===== src/rtl/acc_alu_pkg.sv =====
package acc_alu_pkg;

   localparam int OP_W = 5;

   typedef enum logic [OP_W-1:0] {
      ALU_ADD  = 5'd0,
      ALU_ADDC = 5'd1,
      ALU_SUBB = 5'd2,
      ALU_INC  = 5'd3,
      ALU_DEC  = 5'd4,
      ALU_AND  = 5'd5,
      ALU_OR   = 5'd6,
      ALU_XOR  = 5'd7,
      ALU_CLR  = 5'd8,
      ALU_CPL  = 5'd9,
      ALU_RL   = 5'd10,
      ALU_RLC  = 5'd11,
      ALU_RR   = 5'd12,
      ALU_RRC  = 5'd13,
      ALU_SWAP = 5'd14,
      ALU_XCHD = 5'd15,
      ALU_DA   = 5'd16
   } alu_op_e;

endpackage


===== src/rtl/acc_alu_addsub.sv =====
module acc_alu_addsub #(
   parameter int DATA_W = 8
) (
   input  logic [DATA_W-1:0] a_i,
   input  logic [DATA_W-1:0] b_i,
   input  logic              cin_i,
   input  logic              sub_i,
   output logic [DATA_W-1:0] sum_o,
   output logic              cy_o,
   output logic              ac_o,
   output logic              ov_o
);
   localparam int NIB_W = DATA_W / 2;

   logic [DATA_W-1:0] b_x;
   logic              c_in;
   logic [NIB_W:0]    lo_sum;
   logic [DATA_W-1:0] top_in;
   logic [DATA_W:0]   full;

   // Subtraction as a + ~b + ~borrow; carries are inverted back to borrows.
   assign b_x  = sub_i ? ~b_i : b_i;
   assign c_in = sub_i ? ~cin_i : cin_i;

   assign lo_sum = {1'b0, a_i[NIB_W-1:0]} + {1'b0, b_x[NIB_W-1:0]}
                 + {{NIB_W{1'b0}}, c_in};
   assign top_in = {1'b0, a_i[DATA_W-2:0]} + {1'b0, b_x[DATA_W-2:0]}
                 + {{(DATA_W-1){1'b0}}, c_in};
   assign full   = {1'b0, a_i} + {1'b0, b_x} + {{DATA_W{1'b0}}, c_in};

   assign sum_o = full[DATA_W-1:0];
   assign cy_o  = full[DATA_W] ^ sub_i;
   assign ac_o  = lo_sum[NIB_W] ^ sub_i;
   assign ov_o  = top_in[DATA_W-1] ^ full[DATA_W];

endmodule


===== src/rtl/acc_alu_rot.sv =====
module acc_alu_rot #(
   parameter int DATA_W = 8
) (
   input  logic [DATA_W-1:0] a_i,
   input  logic [DATA_W-1:0] b_i,
   input  logic              cy_i,
   output logic [DATA_W-1:0] rl_o,
   output logic [DATA_W-1:0] rr_o,
   output logic [DATA_W-1:0] rlc_o,
   output logic              rlc_cy_o,
   output logic [DATA_W-1:0] rrc_o,
   output logic              rrc_cy_o,
   output logic [DATA_W-1:0] swap_o,
   output logic [DATA_W-1:0] xchd_a_o,
   output logic [DATA_W-1:0] xchd_b_o
);
   localparam int NIB_W = DATA_W / 2;

   assign rl_o     = {a_i[DATA_W-2:0], a_i[DATA_W-1]};
   assign rr_o     = {a_i[0], a_i[DATA_W-1:1]};
   assign rlc_o    = {a_i[DATA_W-2:0], cy_i};
   assign rlc_cy_o = a_i[DATA_W-1];
   assign rrc_o    = {cy_i, a_i[DATA_W-1:1]};
   assign rrc_cy_o = a_i[0];

   genvar g;
   generate
      for (g = 0; g < NIB_W; g++) begin : g_nib
         assign swap_o[g]         = a_i[g+NIB_W];
         assign swap_o[g+NIB_W]   = a_i[g];
         assign xchd_a_o[g]       = b_i[g];
         assign xchd_a_o[g+NIB_W] = a_i[g+NIB_W];
         assign xchd_b_o[g]       = a_i[g];
         assign xchd_b_o[g+NIB_W] = b_i[g+NIB_W];
      end
   endgenerate

endmodule


===== src/rtl/acc_alu_dadj.sv =====
module acc_alu_dadj #(
   parameter int DATA_W = 8,
   parameter bit EN     = 1'b1
) (
   input  logic [DATA_W-1:0] a_i,
   input  logic              cy_i,
   input  logic              ac_i,
   output logic [DATA_W-1:0] res_o,
   output logic              cy_o
);
   localparam int NIB_W = DATA_W / 2;

   generate
      if (EN) begin : g_bcd
         if (NIB_W != 4) begin : g_bad_nib
            $error("acc_alu_dadj: decimal adjust needs 4-bit digits");
         end
         localparam logic [NIB_W-1:0] DIG_MAX = NIB_W'(9);
         localparam logic [DATA_W:0]  ADJ_LO  = (DATA_W+1)'(6);
         localparam logic [DATA_W:0]  ADJ_HI  = ADJ_LO << NIB_W;

         logic            lo_fix, hi_fix, c_mid;
         logic [DATA_W:0] step1, step2;

         assign lo_fix = (a_i[NIB_W-1:0] > DIG_MAX) || ac_i;
         assign step1  = {1'b0, a_i} + (lo_fix ? ADJ_LO : '0);
         assign c_mid  = cy_i | step1[DATA_W];
         assign hi_fix = (step1[DATA_W-1:NIB_W] > DIG_MAX) || c_mid;
         assign step2  = {1'b0, step1[DATA_W-1:0]} + (hi_fix ? ADJ_HI : '0);
         assign res_o  = step2[DATA_W-1:0];
         assign cy_o   = c_mid | step2[DATA_W];
      end else begin : g_none
         logic unused_ac;
         assign unused_ac = ac_i;
         assign res_o     = a_i;
         assign cy_o      = cy_i;
      end
   endgenerate

endmodule


===== src/rtl/acc_alu.sv =====
module acc_alu
   import acc_alu_pkg::*;
#(
   parameter int DATA_W = 8,
   parameter bit DA_EN  = 1'b1
) (
   input  logic [OP_W-1:0]   op_i,
   input  logic [DATA_W-1:0] acc_i,
   input  logic [DATA_W-1:0] opnd_i,
   input  logic              cy_i,
   input  logic              ac_i,
   input  logic              ov_i,
   output logic [DATA_W-1:0] acc_o,
   output logic [DATA_W-1:0] opnd_o,
   output logic              cy_o,
   output logic              ac_o,
   output logic              ov_o
);
   localparam int NIB_W = DATA_W / 2;

   generate
      if ((DATA_W % 2) != 0 || DATA_W < 4) begin : g_bad_width
         $error("acc_alu: DATA_W must be even and at least 4");
      end
   endgenerate

   logic              is_sub, is_addc;
   logic              as_cin;
   logic [DATA_W-1:0] as_sum;
   logic              as_cy, as_ac, as_ov;

   assign is_sub  = (op_i == ALU_SUBB);
   assign is_addc = (op_i == ALU_ADDC);
   assign as_cin  = (is_sub || is_addc) ? cy_i : 1'b0;

   acc_alu_addsub #(.DATA_W(DATA_W)) u_addsub (
      .a_i   (acc_i),
      .b_i   (opnd_i),
      .cin_i (as_cin),
      .sub_i (is_sub),
      .sum_o (as_sum),
      .cy_o  (as_cy),
      .ac_o  (as_ac),
      .ov_o  (as_ov)
   );

   logic [DATA_W-1:0] rl_v, rr_v, rlc_v, rrc_v, swap_v, xa_v, xb_v;
   logic              rlc_c, rrc_c;

   acc_alu_rot #(.DATA_W(DATA_W)) u_rot (
      .a_i      (acc_i),
      .b_i      (opnd_i),
      .cy_i     (cy_i),
      .rl_o     (rl_v),
      .rr_o     (rr_v),
      .rlc_o    (rlc_v),
      .rlc_cy_o (rlc_c),
      .rrc_o    (rrc_v),
      .rrc_cy_o (rrc_c),
      .swap_o   (swap_v),
      .xchd_a_o (xa_v),
      .xchd_b_o (xb_v)
   );

   logic [DATA_W-1:0] da_v;
   logic              da_c;

   acc_alu_dadj #(.DATA_W(DATA_W), .EN(DA_EN)) u_dadj (
      .a_i   (acc_i),
      .cy_i  (cy_i),
      .ac_i  (ac_i),
      .res_o (da_v),
      .cy_o  (da_c)
   );

   localparam logic [DATA_W-1:0] ONE = DATA_W'(1);

   always_comb begin
      acc_o  = acc_i;
      opnd_o = opnd_i;
      cy_o   = cy_i;
      ac_o   = ac_i;
      ov_o   = ov_i;
      case (op_i)
         ALU_ADD, ALU_ADDC, ALU_SUBB: begin
            acc_o = as_sum;
            cy_o  = as_cy;
            ac_o  = as_ac;
            ov_o  = as_ov;
         end
         ALU_INC:  acc_o = acc_i + ONE;
         ALU_DEC:  acc_o = acc_i - ONE;
         ALU_AND:  acc_o = acc_i & opnd_i;
         ALU_OR:   acc_o = acc_i | opnd_i;
         ALU_XOR:  acc_o = acc_i ^ opnd_i;
         ALU_CLR:  acc_o = '0;
         ALU_CPL:  acc_o = ~acc_i;
         ALU_RL:   acc_o = rl_v;
         ALU_RR:   acc_o = rr_v;
         ALU_RLC: begin
            acc_o = rlc_v;
            cy_o  = rlc_c;
         end
         ALU_RRC: begin
            acc_o = rrc_v;
            cy_o  = rrc_c;
         end
         ALU_SWAP: acc_o = swap_v;
         ALU_XCHD: begin
            acc_o  = xa_v;
            opnd_o = xb_v;
         end
         ALU_DA: begin
            acc_o = da_v;
            cy_o  = da_c;
         end
         default: ;
      endcase
   end

endmodule


===== config.mk =====
export PLATFORM = sky130hd
export DESIGN_NAME = acc_alu
export DESIGN_NICKNAME = d
export VERILOG_FILES = /design/src/rtl/acc_alu_pkg.sv /design/src/rtl/acc_alu_addsub.sv /design/src/rtl/acc_alu_rot.sv /design/src/rtl/acc_alu_dadj.sv /design/src/rtl/acc_alu.sv
export SDC_FILE = /design/constraint.sdc
export NUM_CORES = 1
export LEC_CHECK = 0
export BUFFER_PORTS_ARGS = -buffer_cell sky130_fd_sc_hd__buf_2
export CAP_MARGIN = 30
export CORE_ASPECT_RATIO = 2
export CORE_MARGIN = 3
export CORE_UTILIZATION = 39
export DETAILED_ROUTE_END_ITERATION = 10
export PLACE_DENSITY = 0.58
export SYNTH_ARGS = -nofsm -noshare
export SYNTH_HDL_FRONTEND = slang
export SYNTH_SLANG_ARGS = --single-unit
export TNS_END_PERCENT = 30

===== constraint.sdc =====
create_clock -name vclk -period 9.4
set_input_delay 2.35 -clock vclk [all_inputs]
set_output_delay 2.35 -clock vclk [all_outputs]
set_load 0.02 [all_outputs]

==> results.txt, run 1 <==
Final global-route overflow total: 0
Clock buffer count: 0
RSZ-0062 raised after global routing: false
Sequential share of the synthesized area: 0
Initial antenna violation count: 0
Max incr delay on CP: 460 ps
Crit path max fanout: 16
Crit path launch type: input pin
Tot GR Track Use: 0.250
YS warnings: 0
First-pass GRT wire length: 13300 µm
Final worst path period share: 0.885
Post-DR wirelength/cell: 21.2 µm
Number of global-route vias before repair: 2528
Die area: 7090 µm²
Max Transition Viols Final: 0
Post-synth top area share: 0.175
Row cnt: 39
Post-route antenna net violation count: 0
Max capacitance violation total: 0
Syn_area_per_cell: 7.35 µm²
Max-slew headroom: 0.353
Final Power: 0.140 mW
Placed instance count: 403
Final WL: 8540 µm
Initial Util: 0.407
Post-synthesis cell area: 2370 µm²
Outcome: finished clean
Cell family with the largest share of critical-path delay: compound AO/OA/AOI/OAI gates
CP startpoint: op_i[1]
Share of post-route cells with drive strength above 1: 0.199
PD cells: 55.5 nW/µm²
Vias/cell: 6.40
Die H: 116 µm
RePlAce Congestion: 1.05
CTS resizes: 0
Post-Syn Instances: 322
Final min period: 8320 ps
N_diodes: 0
Maximum number of pins on one net before global-route repair: 32
Post-DP HPWL: 6930 µm
Setup Fix Bufs, Post-CTS: 0
Worst slew pin tran: 963 ps
Hold buffers post-CTS: 0
Max VDD drop: 0.0283 mV
Count of cell types in the netlist: 74
Drt first-iter violations: 103
Yosys top cell by area: ha_1
Io pins: 43
FF+latch count: 0
IO Port Bufs: 43
Die Wd: 61.1 µm
Worst Path Arrival: 5970 ps
Nets: 406
Crit path capture type: output port
Setup TNS Final: 0 ps
Final setup vio count: 0
First drt pass iteration count: 5
Leakage: 1.10 nW
Critical path type: in -> out
P&R area growth vs syn: 6.24%
Final cell count without fillers: 403
Core area: 5810 µm²
WP data required: 7050 ps
Area contributors post-synth: ha_1 17%, xnor2_1 7.8%, o21ai_0 5.1%
CP bufs+invs: 2
Final hold violation count: 0
Slowest cell on crit path: nand2_1
HP Class: in -> out
Min-delay src: opnd_i[6]
F_max: 120 MHz
Final Core Density: 0.433
Syn_nets: 384
Crit-path cells: buf_2, nor3b_1, nand2_1, xor2_1, fa_1, fa_1, a21o_1, a221oi_2, o21ai_0, xnor2_1, a221o_1, buf_2
Drc violations: 0
Reg area: 0 µm²
Total number of vias: 2580
-- power breakdown --
part / internal (mW) / switching [mW] / total, mW
Clock: 0 / 0 / 0
Combinational: 0.0532 / 0.0864 / 0.140
Sequential: 0 / 0 / 0
Total: 0.0532 / 0.0864 / 0.140
-- logic make-up (layout without fill, tap and decap cells) --
group	Yosys count	after routing	share of synthesized area
buffers and inverters	43	63	0.0957
AND/OR/NAND/NOR	100	100	0.234
XOR/XNOR	28	28	0.107
AO/OA/AOI/OAI	110	110	0.328
multiplexers	3	3	0.0185
adder cells (fa/ha/maj)	38	38	0.217
-- metal layers --
layer / part of all wire / vias to the layer above / global-route usage
met5: 0 / - / 0
met4: 0.076 / 0 / 0.155
met3: 0.044 / 37 / 0.0133
met2: 0.52 / 120 / 0.437
met1: 0.36 / 1189 / 0.283
li1: - / 1234 / -
-- metrics by stage --
step | setup WS [ps] | hold slack (ps) | cell area [µm²]
after global routing | 778 | 4990 | 2510
after floorplan | 1790 | 4810 | 2370
final | 1080 | 4980 | 2510
after global placement | 1160 | 4980 | 2510
after CTS | 1050 | 4990 | 2510
after detailed placement | 1060 | 4980 | 2510
-- path summary, 6_finish.rpt --
| check | end | slack [ps] | cells after the start |
|---|---|---|---|
| hold / removal | opnd_o[6] | 4980 | 2 |
| setup / recovery | cy_o | 1080 | 12 |
-- cell usage after synthesis (6+ instances only) --
library cell / count
xor2_1: 6
o22ai_1: 6
buf_4: 6
a221oi_1: 6
nand2b_1: 8
ha_1: 33
nor2_1: 23
o21ai_0: 24
buf_2: 9
inv_1: 15
a22oi_1: 8
xnor2_1: 21
a21oi_1: 18
nand2_1: 24
-- placed cells by master (no fill, tap or decap), types with 6 or more instances in the layout --
cell / n
a21oi_1: 18
a221oi_1: 6
a22oi_1: 8
buf_2: 43
ha_1: 33
inv_1: 15
nand2_1: 24
nand2b_1: 8
nor2_1: 23
o21ai_0: 24
o22ai_1: 6
xnor2_1: 21
xor2_1: 6
-- area by class of cell --
cell class / count / area [µm²]
fill: 637 / 3290
timing repair buffer: 45 / 230
inverter: 18 / 67.6
tap: 61 / 76.3
multi-input combinational: 279 / 2140
No activity file was read; power rests on OpenSTA's default activity.
==> inputs of run 2 (changes only) <==
--- a/config.mk
+++ b/config.mk
@@ -12,5 +12,4 @@
 export CORE_UTILIZATION = 39
 export DETAILED_ROUTE_END_ITERATION = 10
-export PLACE_DENSITY = 0.58
 export SYNTH_ARGS = -nofsm -noshare
 export SYNTH_HDL_FRONTEND = slang
==> constraint.sdc (replaced) <==
create_clock -name vclk -period 9.4
set_input_delay 0.47 -clock vclk [all_inputs]
set_output_delay 0.47 -clock vclk [all_outputs]
set_load 0.02 [all_outputs]
==> run 2 against run 1 <==
  * Worst hold slack lost 3800 ps
  * Critical path type unchanged
  * Critical endpoint unchanged
  * Largest power group unchanged
  * Highest routed layer unchanged
  * Cell count shrank 0.25%
  * Core utilization shrank 0.13 points
==> results.txt, run 2 (synthesis gave the netlist of run 1 again) <==
Cells on Worst Hold Path: 2 (unchanged)
Max-slew headroom: 0.569 (+0.216)
Nets: 405 (-0.25%)
Crit path max fanout: 29 (+13)
Row cnt: 39 (unchanged)
Tot GR Track Use: 0.245 (-0.00584)
Most common cell after layout, fill and taps aside: buf_2
Total number of vias: 2563 (-0.66%)
N_diodes: 0 (unchanged)
Sw Ratio: 0.619 (about the same)
Crit path launch type: input pin
Outcome: finished clean
CTS resizes: 0 (unchanged)
IO Port Bufs: 43 (unchanged)
Post-DR wirelength/cell: 20.8 µm (-1.9%)
FF+latch count: 0 (unchanged)
Initial Util: 0.407 (unchanged)
Drc violations: 0 (unchanged)
RePlAce Congestion: 1.01 (-3.7%)
Die area: 7090 µm² (unchanged)
Post-DP HPWL: 6730 µm (-3.0%)
Die Wd: 61.1 µm (unchanged)
RSZ-0062 raised after global routing: false
Post-route antenna net violation count: 0 (unchanged)
Final global-route overflow total: 0 (unchanged)
Area of the multi-input gates: 2140 µm² (unchanged)
Max VDD drop: 0.0248 mV (-12%)
HP Class: in -> out
Hold buffers post-CTS: 0 (unchanged)
Sequential share of power: 0 (unchanged)
Fillers: 638 (+0.16%)
Maximum number of pins on one net before global-route repair: 33 (+3.1%)
Clock buffer count: 0 (unchanged)
Leakage: 1.10 nW (-0.38%)
Share of post-route cells with drive strength above 1: 0.196 (-0.00235)
Final WL: 8360 µm (-2.1%)
P&R area growth vs syn: 5.92%
Vias/cell: 6.38 (-0.41%)
Number of global-route vias before repair: 2519 (-0.36%)
Max Transition Viols Final: 0 (unchanged)
Combinational share of power: 1.000 (about the same)
Io pins: 43 (unchanged)
Die H: 116 µm (unchanged)
Final worst path period share: 0.502 (-0.383)
Setup TNS Final: 0 ps (unchanged)
Crit path capture type: output port
Clk pwr share: 0 (unchanged)
WP data required: 8930 ps (+1880 ps)
Setup Fix Bufs, Post-CTS: 0 (unchanged)
Final setup vio count: 0 (unchanged)
F_max: 212 MHz (+76%)
PD cells: 55.1 nW/µm² (-0.82%)
Core area: 5810 µm² (unchanged)
Final min period: 4720 ps (-3600 ps)
Drt first-iter violations: 143 (+39%)
Min Hold Slack: 1230 ps (-3750 ps)
Internal: 0.0525 mW (-1.3%)
Critical path type: in -> out
Worst Path Arrival: 4250 ps (-1720 ps)
Initial antenna violation count: 0 (unchanged)
Commonest non-fill, non-tap cells in the layout: 43 x buf_2, 33 x ha_1, 24 x nand2_1, 24 x o21ai_0, 23 x nor2_1
Reg area: 0 µm² (unchanged)
Final hold violation count: 0 (unchanged)
Sw power: 0.0855 mW (-1.0%)
Max capacitance violation total: 0 (unchanged)
First-pass GRT wire length: 13200 µm (-1.1%)
First drt pass iteration count: 4 (-1)
Worst slew pin tran: 643 ps (-320 ps)
-- run 2: worst paths after layout --
| check | slack [ps] | from | end |
|---|---|---|---|
| min | 1230 | opnd_i[7] | opnd_o[7] |
| max | 4680 | op_i[1] | cy_o |
-- run 2: power by group through the flow --
stage | Sequential (mW) | Combinational (mW) | Clock (mW)
after floorplan | 0 | 0.0986 | 0
after global placement | 0 | 0.136 | 0
after detailed placement | 0 | 0.138 | 0
after CTS | 0 | 0.138 | 0
after global routing | 0 | 0.152 | 0
final | 0 | 0.138 | 0
-- run 2: metal layers --
metal	up-vias	wire, µm	part of all wire	global-route usage
li1	1232	-	-	-
met5	-	0	0	0
met1	1178	3050	0.36	0.285
met4	0	751	0.090	0.175
met2	113	4180	0.50	0.409
met3	40	383	0.046	0.00885
-- run 2: worst max-delay path, stage by stage --
cell and delay, ps:
buf_2 430, nor3b_1 370, nand2_1 440, xor2_1 300, fa_1 430, fa_1 420, a21o_1 200, a221oi_2 290
o21ai_0 230, xnor2_1 170, a221o_1 310, buf_2 160
-- run 2: area by class of cell --
type | count | share of cell area
Tap cell | 61 | 0.0305
Timing Repair Buffer | 44 | 0.0889
Multi-Input combinational cell | 279 | 0.854
Inverter | 18 | 0.0270
-- run 2: per-stage QoR --
step           total power [mW]  worst slack, ps   util  instance area [µm²]  std cells
2_1_floorplan            0.0986             5550      -                 2370        322
3_3_place_gp              0.136             4850  0.430                 2500        401
3_5_place_dp              0.138             4720  0.432                 2510        402
4_1_cts                   0.138             4700  0.432                 2510        402
5_1_grt                   0.152             4420  0.432                 2510        402
6_report                  0.138             4680  0.432                 2510        402
==> inputs of run 3 (changes only) <==
clock period = 4 ns   (was 9.4 ns; I/O delays follow)
==> run 3 against run 2 <==
  * Count of clock-buffer cells in the layout stayed put
  * Cell area rose by 2.7%
  * Cell count up 2.2%
==> results.txt, run 3 (synthesis gave the netlist of run 1 again) <==
Post-route antenna net violation count: 0 (unchanged)
Hold Path End: opnd_o[6]
Crit path launch type: input pin
Die H: 116 µm (unchanged)
Post-DP HPWL: 6670 µm (-0.83%)
Final global-route overflow total: 0 (unchanged)
Max-slew headroom: 0.575 (+0.00625)
IO Port Bufs: 43 (unchanged)
Share of post-route cells with drive strength above 1: 0.217 (+0.0207)
Worst Path Arrival: 3520 ps (-730 ps)
Row cnt: 39 (unchanged)
Nets: 414 (+2.2%)
Crit-path cells: buf_2, o21ai_0, nand2b_1, ha_1, fa_1, nand3_2, xnor2_1, o21ai_0, nand3b_1, ha_1, fa_1, a21oi_1, nand2b_1, nand4_1, a21oi_1, a21oi_1, buf_2
CP bufs+invs: 2 (unchanged)
Clk pwr share: 0 (unchanged)
Leakage: 1.14 nW (+4.0%)
Drc violations: 0 (unchanged)
Crit path capture type: output port
Cells on Worst Hold Path: 2 (unchanged)
Post-DR wirelength/cell: 20.5 µm (-1.3%)
P&R area growth vs syn: 8.78%
N_diodes: 0 (unchanged)
Most used cell along the critical path: a21oi_1
Crit path max fanout: 11 (-62%)
Initial Util: 0.407 (unchanged)
Die area: 7090 µm² (unchanged)
Io pins: 43 (unchanged)
WP data required: 3800 ps (-5130 ps)
Most common cell after layout, fill and taps aside: buf_2
Final WL: 8430 µm (+0.86%)
Die Wd: 61.1 µm (unchanged)
Initial antenna violation count: 0 (unchanged)
RSZ-0062 raised after global routing: false
Vias/cell: 6.42 (+0.71%)
Core area: 5810 µm² (unchanged)
Internal: 0.128 mW (+140%)
HP Class: in -> out
Max Transition Viols Final: 0 (unchanged)
Commonest non-fill, non-tap cells in the layout: 43 x buf_2, 33 x ha_1, 24 x nand2_1, 24 x o21ai_0, 23 x nor2_1
Critical path type: in -> out
First-pass GRT wire length: 13000 µm (-1.8%)
Fillers: 623 (-2.4%)
Outcome: finished clean
Reg area: 0 µm² (unchanged)
Final cell count without fillers: 411 (+2.2%)
Total number of vias: 2639 (+3.0%)
Max capacitance violation total: 0 (unchanged)
Max incr delay on CP: 490 ps (+50 ps)
Worst slew pin tran: 634 ps (-9.33 ps)
Slowest cell on crit path: fa_1
Final min period: 3720 ps
Placed instance count: 411 (+2.2%)
Sw Ratio: 0.609 (-0.0106)
Setup Fix Bufs, Post-CTS: 0 (unchanged)
Sw power: 0.200 mW (+130%)
Final hold violation count: 0 (unchanged)
F_max: 269 MHz
Cell family with the largest share of critical-path delay: adder cells
Tot GR Track Use: 0.239 (-0.00584)
Final worst path period share: 0.929
Maximum number of pins on one net before global-route repair: 31 (-6.1%)
Setup TNS Final: 0 ps (unchanged)
RePlAce Congestion: 0.938 (-7.3%)
CTS resizes: 0 (unchanged)
Sequential share of power: 0 (unchanged)
Combinational share of power: 1.000 (about the same)
Final setup vio count: 0 (unchanged)
First drt pass iteration count: 5 (+1)
Drt first-iter violations: 126 (-12%)
PD cells: 128 nW/µm² (+130%)
Max VDD drop: 0.0559 mV (+130%)
FF+latch count: 0 (unchanged)
Min-delay src: opnd_i[6]
Clock buffer count: 0 (unchanged)
Number of global-route vias before repair: 2484 (-1.4%)
Hold buffers post-CTS: 0 (unchanged)
-- run 3: changes by cell type in the layout (fill, tap and decap cells not counted), sizes merged --
cell,change
buf,+9
-- run 3: worst max path at each step --
stage / from / endpoint / slack, ps / cells after the start
after floorplan: op_i[2] / cy_o / 690 / 13
after global routing: acc_i[2] / acc_o[6] / 110 / 17
final: acc_i[2] / acc_o[6] / 280 / 17
after detailed placement: acc_i[2] / acc_o[6] / 330 / 17
after global placement: acc_i[2] / acc_o[6] / 470 / 17
after CTS: acc_i[2] / acc_o[6] / 320 / 17
-- run 3: area by class of cell --
class                           instances  area [µm²]  share of cell area
Inverter                               18        67.6              0.0263
Timing Repair Buffer                   53         290               0.113
Tap cell                               61        76.3              0.0297
Multi-Input combinational cell        279        2140               0.831
-- run 3: stage by stage --
| step | hold slack (ps) | area, µm² | setup WS [ps] | power [mW] | utilization |
|---|---|---|---|---|---|
| CTS | 685 | 2570 | 322 | 0.325 | 0.443 |
| floorplan | 513 | 2370 | 689 | 0.232 | - |
| detailed placement | 685 | 2570 | 334 | 0.323 | 0.443 |
| finish | 682 | 2570 | 285 | 0.328 | 0.443 |
| global route | 693 | 2570 | 108 | 0.358 | 0.443 |
| global placement | 687 | 2570 | 471 | 0.321 | 0.443 |
-- run 3: power by group through the flow --
stage	logic (mW)	clock network [mW]	registers (mW)
after floorplan	0.232	0	0
after global placement	0.321	0	0
after detailed placement	0.323	0	0
after CTS	0.325	0	0
after global routing	0.358	0	0
final	0.328	0	0
-- run 3: layer usage --
layer	vias to the layer above	wire, µm	track usage
li1	1247	-	-
met1	1239	3060	0.280
met2	124	4490	0.426
met3	29	426	0.0122
met4	0	456	0.107
met5	-	0	0
